## config.mk

```make
export PLATFORM = sky130hd
export DESIGN_NAME = rxdly_calib
export DESIGN_NICKNAME = d
export VERILOG_FILES = /design/src/rtl/rxdly_pkg.sv /design/src/rtl/rxdly_probe.sv /design/src/rtl/rxdly_pick.sv /design/src/rtl/rxdly_calib.sv
export SDC_FILE = /design/constraint.sdc
export NUM_CORES = 1
export LEC_CHECK = 0
export ABC_AREA = 1
export BUFFER_PORTS_ARGS = -buffer_cell sky130_fd_sc_hd__buf_2
export CAP_MARGIN = 20
export CORE_ASPECT_RATIO = 1.4
export CORE_UTILIZATION = 35
export DETAILED_ROUTE_END_ITERATION = 12
export SYNTH_ARGS = -nofsm -noshare
export SYNTH_HDL_FRONTEND = slang
export SYNTH_HIERARCHICAL = 1
export SYNTH_SLANG_ARGS = --single-unit
```

## constraint.sdc

```tcl
create_clock -name clk -period 1.7 [get_ports clk]
set_input_delay 0.17 -clock clk [delete_from_list [all_inputs] [get_ports clk]]
set_output_delay 0.17 -clock clk [all_outputs]
set_load 0.02 [all_outputs]
```

## src/rtl/rxdly_pkg.sv

```systemverilog
package rxdly_pkg;
  localparam int NCODE  = 4;
  localparam int CODE_W = 2;

  typedef enum logic [2:0] {
    ST_IDLE,
    ST_SET,
    ST_ISSUE,
    ST_WAIT,
    ST_DECIDE
  } cal_st_t;
endpackage

```

## src/rtl/rxdly_probe.sv

```systemverilog
module rxdly_probe #(
  parameter int DATA_W           = 16,
  parameter logic [DATA_W-1:0] PATTERN = 16'h5AA5,
  parameter int TMO_CYC          = 256
) (
  input  logic              clk,
  input  logic              rst,
  input  logic              arm,
  input  logic              rd_vld,
  input  logic [DATA_W-1:0] rd_data,
  output logic              res_vld,
  output logic              res_pass
);
  localparam int CNT_W = $clog2(TMO_CYC + 1);

  logic             pending;
  logic [CNT_W-1:0] cnt;
  logic             expired;

  assign expired  = (cnt == CNT_W'(TMO_CYC - 1));
  assign res_vld  = pending && (rd_vld || expired);
  assign res_pass = pending && rd_vld && (rd_data == PATTERN);

  always_ff @(posedge clk) begin
    if (rst) begin
      pending <= 1'b0;
      cnt     <= '0;
    end else if (arm) begin
      pending <= 1'b1;
      cnt     <= '0;
    end else if (pending) begin
      if (res_vld) pending <= 1'b0;
      else         cnt     <= cnt + 1'b1;
    end
  end


  tmo_bound_chk: assert property (@(posedge clk) disable iff (rst)
    pending |-> (cnt < CNT_W'(TMO_CYC)));
endmodule

```

## src/rtl/rxdly_pick.sv

```systemverilog
module rxdly_pick
  import rxdly_pkg::*;
(
  input  logic [NCODE-1:0]  mask,
  output logic [CODE_W-1:0] code,
  output logic              bad
);
  always_comb begin
    bad  = 1'b0;
    code = '0;
    case (mask)
      4'b0001: code = 2'd0;
      4'b0010: code = 2'd1;
      4'b0100: code = 2'd2;
      4'b1000: code = 2'd3;
      4'b0011: code = 2'd0;
      4'b0110: code = 2'd1;
      4'b1100: code = 2'd3;
      4'b0111: code = 2'd1;
      4'b1110: code = 2'd2;
      4'b1111: code = 2'd1;
      default: bad  = 1'b1;
    endcase
  end
endmodule

```

## src/rtl/rxdly_calib.sv

```systemverilog
module rxdly_calib
  import rxdly_pkg::*;
#(
  parameter int ADDR_W                 = 16,
  parameter int DATA_W                 = 16,
  parameter logic [ADDR_W-1:0] TEST_ADDR = 16'h0F40,
  parameter logic [DATA_W-1:0] PATTERN   = 16'h5AA5,
  parameter int TMO_CYC                = 256
) (
  input  logic              clk,
  input  logic              rst,
  input  logic              start,
  output logic              busy,
  output logic              done,
  output logic              fault,
  output logic [CODE_W-1:0] dly_code,
  output logic              rd_req,
  output logic [ADDR_W-1:0] rd_addr,
  input  logic              rd_vld,
  input  logic [DATA_W-1:0] rd_data
);
  cal_st_t           state;
  logic [CODE_W-1:0] idx;
  logic [NCODE-1:0]  mask;
  logic              res_vld, res_pass;
  logic [CODE_W-1:0] pick_code;
  logic              pick_bad;

  assign rd_addr = TEST_ADDR;

  rxdly_probe #(.DATA_W(DATA_W), .PATTERN(PATTERN), .TMO_CYC(TMO_CYC)) u_probe (
    .clk(clk), .rst(rst), .arm(state == ST_ISSUE),
    .rd_vld(rd_vld), .rd_data(rd_data),
    .res_vld(res_vld), .res_pass(res_pass)
  );

  rxdly_pick u_pick (.mask(mask), .code(pick_code), .bad(pick_bad));

  always_ff @(posedge clk) begin
    if (rst) begin
      state    <= ST_IDLE;
      idx      <= '0;
      mask     <= '0;
      busy     <= 1'b0;
      done     <= 1'b0;
      fault    <= 1'b0;
      dly_code <= '0;
      rd_req   <= 1'b0;
    end else begin
      done   <= 1'b0;
      rd_req <= 1'b0;
      case (state)
        ST_IDLE: if (start) begin
          idx      <= '0;
          mask     <= '0;
          busy     <= 1'b1;
          fault    <= 1'b0;
          dly_code <= '0;
          state    <= ST_SET;
        end
        ST_SET: begin
          dly_code <= idx;
          state    <= ST_ISSUE;
        end
        ST_ISSUE: begin
          rd_req <= 1'b1;
          state  <= ST_WAIT;
        end
        ST_WAIT: if (res_vld) begin
          mask[idx] <= res_pass;
          if (idx == CODE_W'(NCODE - 1)) begin
            state <= ST_DECIDE;
          end else begin
            idx   <= idx + 1'b1;
            state <= ST_SET;
          end
        end
        ST_DECIDE: begin
          dly_code <= pick_bad ? '0 : pick_code;
          fault    <= pick_bad;
          done     <= 1'b1;
          busy     <= 1'b0;
          state    <= ST_IDLE;
        end
        default: state <= ST_IDLE;
      endcase
    end
  end


  req_pulse_chk: assert property (@(posedge clk) disable iff (rst)
    rd_req |=> !rd_req);

  req_code_stable_chk: assert property (@(posedge clk) disable iff (rst)
    rd_req |-> (busy && dly_code == $past(dly_code)));

  done_pulse_chk: assert property (@(posedge clk) disable iff (rst)
    done |=> !done);

  done_idle_chk: assert property (@(posedge clk) disable iff (rst)
    done |-> !busy);

  fault_zero_chk: assert property (@(posedge clk) disable iff (rst)
    fault |-> (dly_code == '0));
endmodule

```

==> results of run 1 <==
flip-flops by register name, indices dropped and copies added (netlist names):
name and flops:
u_probe/cnt 9, mask 4, state 3, dly_code 2, idx 2, busy 1, done 1, fault 1
rd_req 1, u_probe/pending 1
final timing paths:
kind                            depth (start not counted)            from       to  slack [ps]
worst max register to register                         14  u_probe/cnt[1]  mask[1]         -20
worst min register to register                          2            busy     busy         460
worst min-delay path                                    3           start     busy         220
worst max-delay path                                   14  u_probe/cnt[1]  mask[1]         -20
report_power, final:
part / switching [uW] / internal, uW / leakage (uW)
Clock: 191 / 164 / 0.0000255
Sequential: 53.0 / 652 / 0.000204
Combinational: 429 / 227 / 0.000570
Total: 673 / 1040 / 0.000799
metal layers:
layer	wire, um	track usage
met3	57	0.01977
met1	1183	0.1434
met4	60	0.06098
met2	1627	0.2953
met5	0	0
cell families after synthesis:
kind of cell | after synthesis
AND/OR/NAND/NOR | 106
other | 2
flip-flops | 25
buffers and inverters | 42
XOR/XNOR | 2
AO/OA/AOI/OAI | 30
adder cells (fa/ha/maj) | 6
through the flow:
step / setup TNS [ps] / worst slack, ps / hold WS, ps
floorplan: -277.9 / -76.08 / 242.4
global placement: -124.1 / -38.80 / 445.7
detailed placement: -418.9 / -105.5 / 452.6
CTS: -43.51 / -15.29 / 217.7
global route: -1269 / -183.7 / 244.5
finish: -33.93 / -16.66 / 217.3
worst max-delay path, stage by stage, from the launching register on:
cell and delay [ps]:
dfxtp_2 360, ha_4 140, nand3_2 70, nor2_2 90
and3_1 150, ha_2 160, nor2_2 40, nor2_1 70
inv_1 50, nand2_2 80, nand2_4 70, nor2_4 150
nand2_1 70, nand2_1 60, nor2_1 40
area by class of cell:
type / instances / area (um2) / share of cell area
well taps: 43 / 53.80 / 0.03123
repair buffers: 35 / 200.2 / 0.1162
flip-flops and latches: 25 / 503.0 / 0.2919
multi-input cells: 160 / 823.3 / 0.4779
clock inverters: 1 / 5.005 / 0.002905
clock buffers: 3 / 41.29 / 0.02397
inverters: 25 / 96.34 / 0.05592
placed cells by master, fill, tap and decap left out, types with 2 or more instances in the layout:
| cell | count |
|---|---|
| nand2_1 | 43 |
| nor2_1 | 28 |
| buf_2 | 25 |
| inv_1 | 24 |
| dfxtp_1 | 23 |
| a21oi_1 | 18 |
| conb_1 | 16 |
| nand3_1 | 12 |
| buf_4 | 10 |
| o21ai_0 | 7 |
| nor3_1 | 5 |
| ha_1 | 4 |
| nor2_4 | 3 |
| nand4_1 | 3 |
| clkbuf_8 | 3 |
| nor2_2 | 3 |
| o21ai_1 | 3 |
| nand3_2 | 3 |
| nand2_4 | 2 |
| and3_1 | 2 |
| xor2_1 | 2 |
| dfxtp_2 | 2 |
timing repair:
item | 4_1_cts | 5_1_grt
resized for setup | 2 | 3
pin swaps | 2 | 3
setup buffers | 1 | 0
setup endpoints to repair | 9 | 17
==> impl_metrics.env, run 1 <==
export IMPL_synth_top_family_by_area="simple AND/OR/NAND/NOR gates"
export IMPL_synth_warnings=6
export IMPL_p_leak_uw=0.0007990
export IMPL_design_area_um2=1723
export IMPL_drt_wl_total_um=2928
export IMPL_synth_seq_area_share=0.3431
export IMPL_hold_viol_final=0
export IMPL_finalSetupViolCount=3
export IMPL_yosys_top_cells_count="nand2_1 (44), nor2_1 (29), dfxtp_1 (25)"
export IMPL_drive_gt1_frac=0.2249
export IMPL_maxCapViolations=0
export IMPL_ant_nets=0
export IMPL_cts_sinks=25
export IMPL_grt_remaining_overflow=0
export IMPL_synthTopCellsByArea="dfxtp_1 (34%), nand2_1 (11%), buf_4 (8.2%)"
export IMPL_hpwl_um=2338
export IMPL_final_core_util=0.4359
export IMPL_synthSimpleGateAreaFrac=0.3336
export IMPL_cts_buffers=3
export IMPL_wl_per_cell_um=10.03
export IMPL_cts_root_buf="clkbuf_8"
export IMPL_n_fill_cell=426
export IMPL_htreeDepth=1
export IMPL_synthAdderAreaFrac=0.05146
export IMPL_hold_class="primary input to register"
export IMPL_cts_tree="built"
export IMPL_place_area_um2=1652
export IMPL_die_width_um=56.57
export IMPL_dieArea_um2=4434
export IMPL_port_buffers=25
export IMPL_dp_cells=287
export IMPL_avgSynthCellArea_um2=6.849
export IMPL_path_clk_slew_ps=90
export IMPL_violations="setup timing"
export IMPL_area_growth_pct=18.10
export IMPL_synth_largest_area_cell="dfxtp_1"
export IMPL_first_pass_iters=4
export IMPL_rows=27
export IMPL_path_class="register to register"
export IMPL_synth_compound_gate_area_share=0.1055
export IMPL_cts_buffer_depth=2
export IMPL_die_y_um=78.39
export IMPL_core_area_um2=3953
export IMPL_hold_buffers=0
export IMPL_initial_core_util=0.3691
export IMPL_period_minus_slack_ps=1717
export IMPL_grt_pass1_wl_um=5216
export IMPL_num_io_pins=42
export IMPL_synth_cell_types=24
export IMPL_critical_path_arrival_ps=1880
export IMPL_ys_async_sr_fraction=0
export IMPL_synth_top_area_frac=0.3431
export IMPL_cp_data_required_time_ps=1870
export IMPL_first_iter_violations=52
export IMPL_synthCells=213
export IMPL_track_usage=0.1466
export IMPL_power_density_nw_per_um2=995.8
export IMPL_critPathLaunchType="register"
export IMPL_setup_ws_ps=-16.66
export IMPL_fin_skew_ps=6.783
export IMPL_end_kind="register"
export IMPL_synth_flop_cell="dfxtp_1"
export IMPL_synth_edf_count=0
export IMPL_synth_seq_cells=25
export IMPL_grt_max_degree=15
export IMPL_synth_most_common_cell="nand2_1"
export IMPL_synth_xor_area_frac=0.01201
export IMPL_irDropWorstVdd_uv=646.4
export IMPL_drc=0
export IMPL_finalPower_uw=1716
export IMPL_slew_violations=0
export IMPL_fmax_mhz=582.5
export IMPL_rsz0062_at_grt="yes"
export IMPL_vias=1348
export IMPL_fin_crit_sh=1.010
export IMPL_place_congestion=0.8162
export IMPL_run_status="complete, but fails checks"
export IMPL_clkLatencyLatePin_ps=270
export IMPL_final_nets=276
export IMPL_final_cell_count_no_fill=292
export IMPL_synth_mux_area_frac=0
export IMPL_syn_area_um2=1459
export IMPL_antenna_cells=0
export IMPL_vias_per_cell=4.616
export IMPL_crit_fanout=6
export IMPL_grt_pass1_vias=1293
export IMPL_antenna_found_initial=0
Note: power is estimated with default switching activity, not from simulation.
==> run 2: changes to the inputs <==
--- a/config.mk
+++ b/config.mk
@@ -5,10 +5,9 @@
 export SDC_FILE = /design/constraint.sdc
 export NUM_CORES = 1
 export LEC_CHECK = 0
-export ABC_AREA = 1
 export BUFFER_PORTS_ARGS = -buffer_cell sky130_fd_sc_hd__buf_2
 export CAP_MARGIN = 20
-export CORE_ASPECT_RATIO = 1.4
+export CORE_ASPECT_RATIO = 0.5
 export CORE_UTILIZATION = 35
 export DETAILED_ROUTE_END_ITERATION = 12
 export SYNTH_ARGS = -nofsm -noshare
==> run 2 against run 1 <==
Net effect:
- the run still ends with setup timing left
- final cell count fell by 11%
- clock power grew 1%
- first-iteration DRC count fell by 37%
- final area grew 7.9%
- sequential cell count unchanged
- routed wire length up 7.8%
- via count down 3.4%
- worst setup slack got worse by 75 ps
- area after synthesis about the same
- largest cell class unchanged
==> impl_metrics.env, run 2 <==
export IMPL_run_status="complete, but fails checks"
export IMPL_violations="setup timing"
export IMPL_p_leak_uw=0.0006994
export IMPL_crit_fanout=6
export IMPL_cts_tree="built"
export IMPL_fin_skew_ps=4.369
export IMPL_cp_slowest_cell="or4_4"
export IMPL_grt_pass1_vias=1102
export IMPL_grt_remaining_overflow=0
export IMPL_layout_common_cells="buf_2 (25), dfxtp_1 (23), conb_1 (16)"
export IMPL_multi_input_area_um2=938.4
export IMPL_fin_crit_sh=1.054
export IMPL_power_density_nw_per_um2=620.1
export IMPL_syn_area_um2=1458
export IMPL_drive_gt1_frac=0.3478
export IMPL_antenna_cells=0
export IMPL_final_cell_count_no_fill=261
export IMPL_wl_per_cell_um=12.10
export IMPL_critical_path_arrival_ps=2000
export IMPL_yosys_top_cells_count="dfxtp_1 (25), buf_4 (16), nor2_1 (12)"
export IMPL_design_area_um2=1859
export IMPL_antenna_found_initial=0
export IMPL_slew_violations=0
export IMPL_synth_edf_count=0
export IMPL_hp_start="rst"
export IMPL_rsz0062_at_grt="yes"
export IMPL_finalSetupViolCount=11
export IMPL_area_growth_pct=27.55
export IMPL_synthTopCellsByArea="dfxtp_1 (34%), buf_4 (8.2%), ha_1 (5.2%)"
export IMPL_die_width_um=93.27
export IMPL_ant_nets=0
export IMPL_cts_buffer_depth=2
export IMPL_rr_startpoint="u_probe/cnt[1]"
export IMPL_final_common_cell="buf_2"
export IMPL_port_buffers=25
export IMPL_synth_largest_area_cell="dfxtp_1"
export IMPL_largest_reg_flops=9
export IMPL_vias=1302
export IMPL_ys_async_sr_fraction=0
export IMPL_synth_seq_area_share=0.3433
export IMPL_dieArea_um2=4443
export IMPL_synth_warnings=6
export IMPL_synth_flop_cell="dfxtp_1"
export IMPL_place_area_um2=1697
export IMPL_clkLatencyLatePin_ps=270
export IMPL_period_minus_slack_ps=1791
export IMPL_grt_pass1_wl_um=4830
export IMPL_cts_sinks=25
export IMPL_irDropWorstVdd_uv=284.4
export IMPL_top_regs="u_probe/cnt: 9 flops, mask: 4 flops, state: 3 flops"
export IMPL_crit_top_cell="ha_4"
export IMPL_place_congestion=0.7297
export IMPL_hpwl_um=2222
export IMPL_maxCapViolations=0
export IMPL_synth_most_common_cell="dfxtp_1"
export IMPL_final_nets=234
export IMPL_synth_seq_cells=25
export IMPL_cts_buffers=3
export IMPL_fmax_mhz=558.3
export IMPL_core_area_um2=3944
export IMPL_grt_max_degree=16
export IMPL_die_y_um=47.64
export IMPL_cts_root_buf="clkbuf_8"
export IMPL_crit_start="u_probe/cnt[1]"
export IMPL_first_pass_iters=4
export IMPL_rows=16
export IMPL_vias_per_cell=4.989
export IMPL_hold_viol_final=0
export IMPL_drc=0
export IMPL_htreeDepth=1
export IMPL_cp_slowest_stage_delay_ps=470
export IMPL_initial_core_util=0.3696
export IMPL_synth_cell_types=50
export IMPL_drt_wl_total_um=3157
export IMPL_hold_class="primary input to register"
export IMPL_path_clk_slew_ps=90
export IMPL_end_kind="register"
export IMPL_cp_data_required_time_ps=1910
export IMPL_critPathLaunchType="register"
export IMPL_hold_buffers=0
export IMPL_setup_ws_ps=-91.30
export IMPL_cp_cell_sequence="ha_4 -> nand3_4 -> nor2_4 -> ha_4 -> or2_4 -> buf_6 -> or4_4 -> a21oi_2"
export IMPL_track_usage=0.1405
export IMPL_n_fill_cell=374
export IMPL_synthCells=169
export IMPL_num_io_pins=42
export IMPL_synth_top_area_frac=0.3433
export IMPL_avgSynthCellArea_um2=8.625
export IMPL_path_class="register to register"
export IMPL_tns_ps=-443.4
export IMPL_first_iter_violations=33
export IMPL_dp_cells=255
export IMPL_regArea_um2=503.0
export IMPL_regMostFlops="u_probe/cnt"
## run 2: cells by family after synthesis
group           after synthesis  synth area share
fa+ha+maj                     6           0.05150
xor+xnor                      3           0.01803
flops                        25            0.3433
buf+inv                      32            0.1330
other cells                   2          0.005152
compound gates               39            0.1794
simple gates                 62            0.2695
## run 2: area by class of cell
type | instances | area share
multi-input cells | 126 | 0.5047
flip-flops and latches | 25 | 0.2705
repair buffers | 43 | 0.1460
well taps | 54 | 0.03634
clock buffers | 4 | 0.02423
inverters | 9 | 0.01817
## run 2: power breakdown
group / switching [uW] / internal, uW / leakage [uW]
clock: 192 / 168 / 0.0000228
sequential: 18.5 / 601 / 0.000204
combinational: 105 / 69.0 / 0.000473
## run 2: what timing repair did
action	4_1_cts	5_1_grt
gates cloned	0	0
pin swaps	10	9
setup buffers	0	3
setup endpoints to repair	13	17
gates resized for setup	10	10
## run 2: worst paths after layout
path,endpoint,slack (ps),depth (start not counted)
min reg2reg,busy,480,2
max,u_probe/cnt[5],-90,8
max reg2reg,u_probe/cnt[5],-90,8
min,dly_code[0],220,2
## run 2: critical path, delay by kind of cell (launching register included)
kind | cells | cell delay, ps
buffers and inverters | 1 | 120
adders and majority gates | 2 | 320
and+or+nand+nor | 4 | 830
DFF | 1 | 340
AOI/OAI and AO/OA | 1 | 120
## run 2: per-stage QoR
stage / power, uW / hold slack [ps] / worst slack (ps) / utilization
2_1_floorplan: 770.2 / 242.4 / -118.6 / -
3_3_place_gp: 790.6 / 458.1 / -95.72 / 0.4302
3_5_place_dp: 793.1 / 464.9 / -122.6 / 0.4302
6_report: 1153 / 217.6 / -91.30 / 0.4714
4_1_cts: 1154 / 209.7 / -147.4 / 0.4530
5_1_grt: 1213 / 225.0 / -145.1 / 0.4714
## run 2: layer usage
metal	global-route usage	vias to the layer above	wire length [um]
met5	0	-	0
met4	0.02769	0	11
met3	0.03333	2	90
met2	0.2794	26	1618
met1	0.1624	616	1436
li1	-	658	-
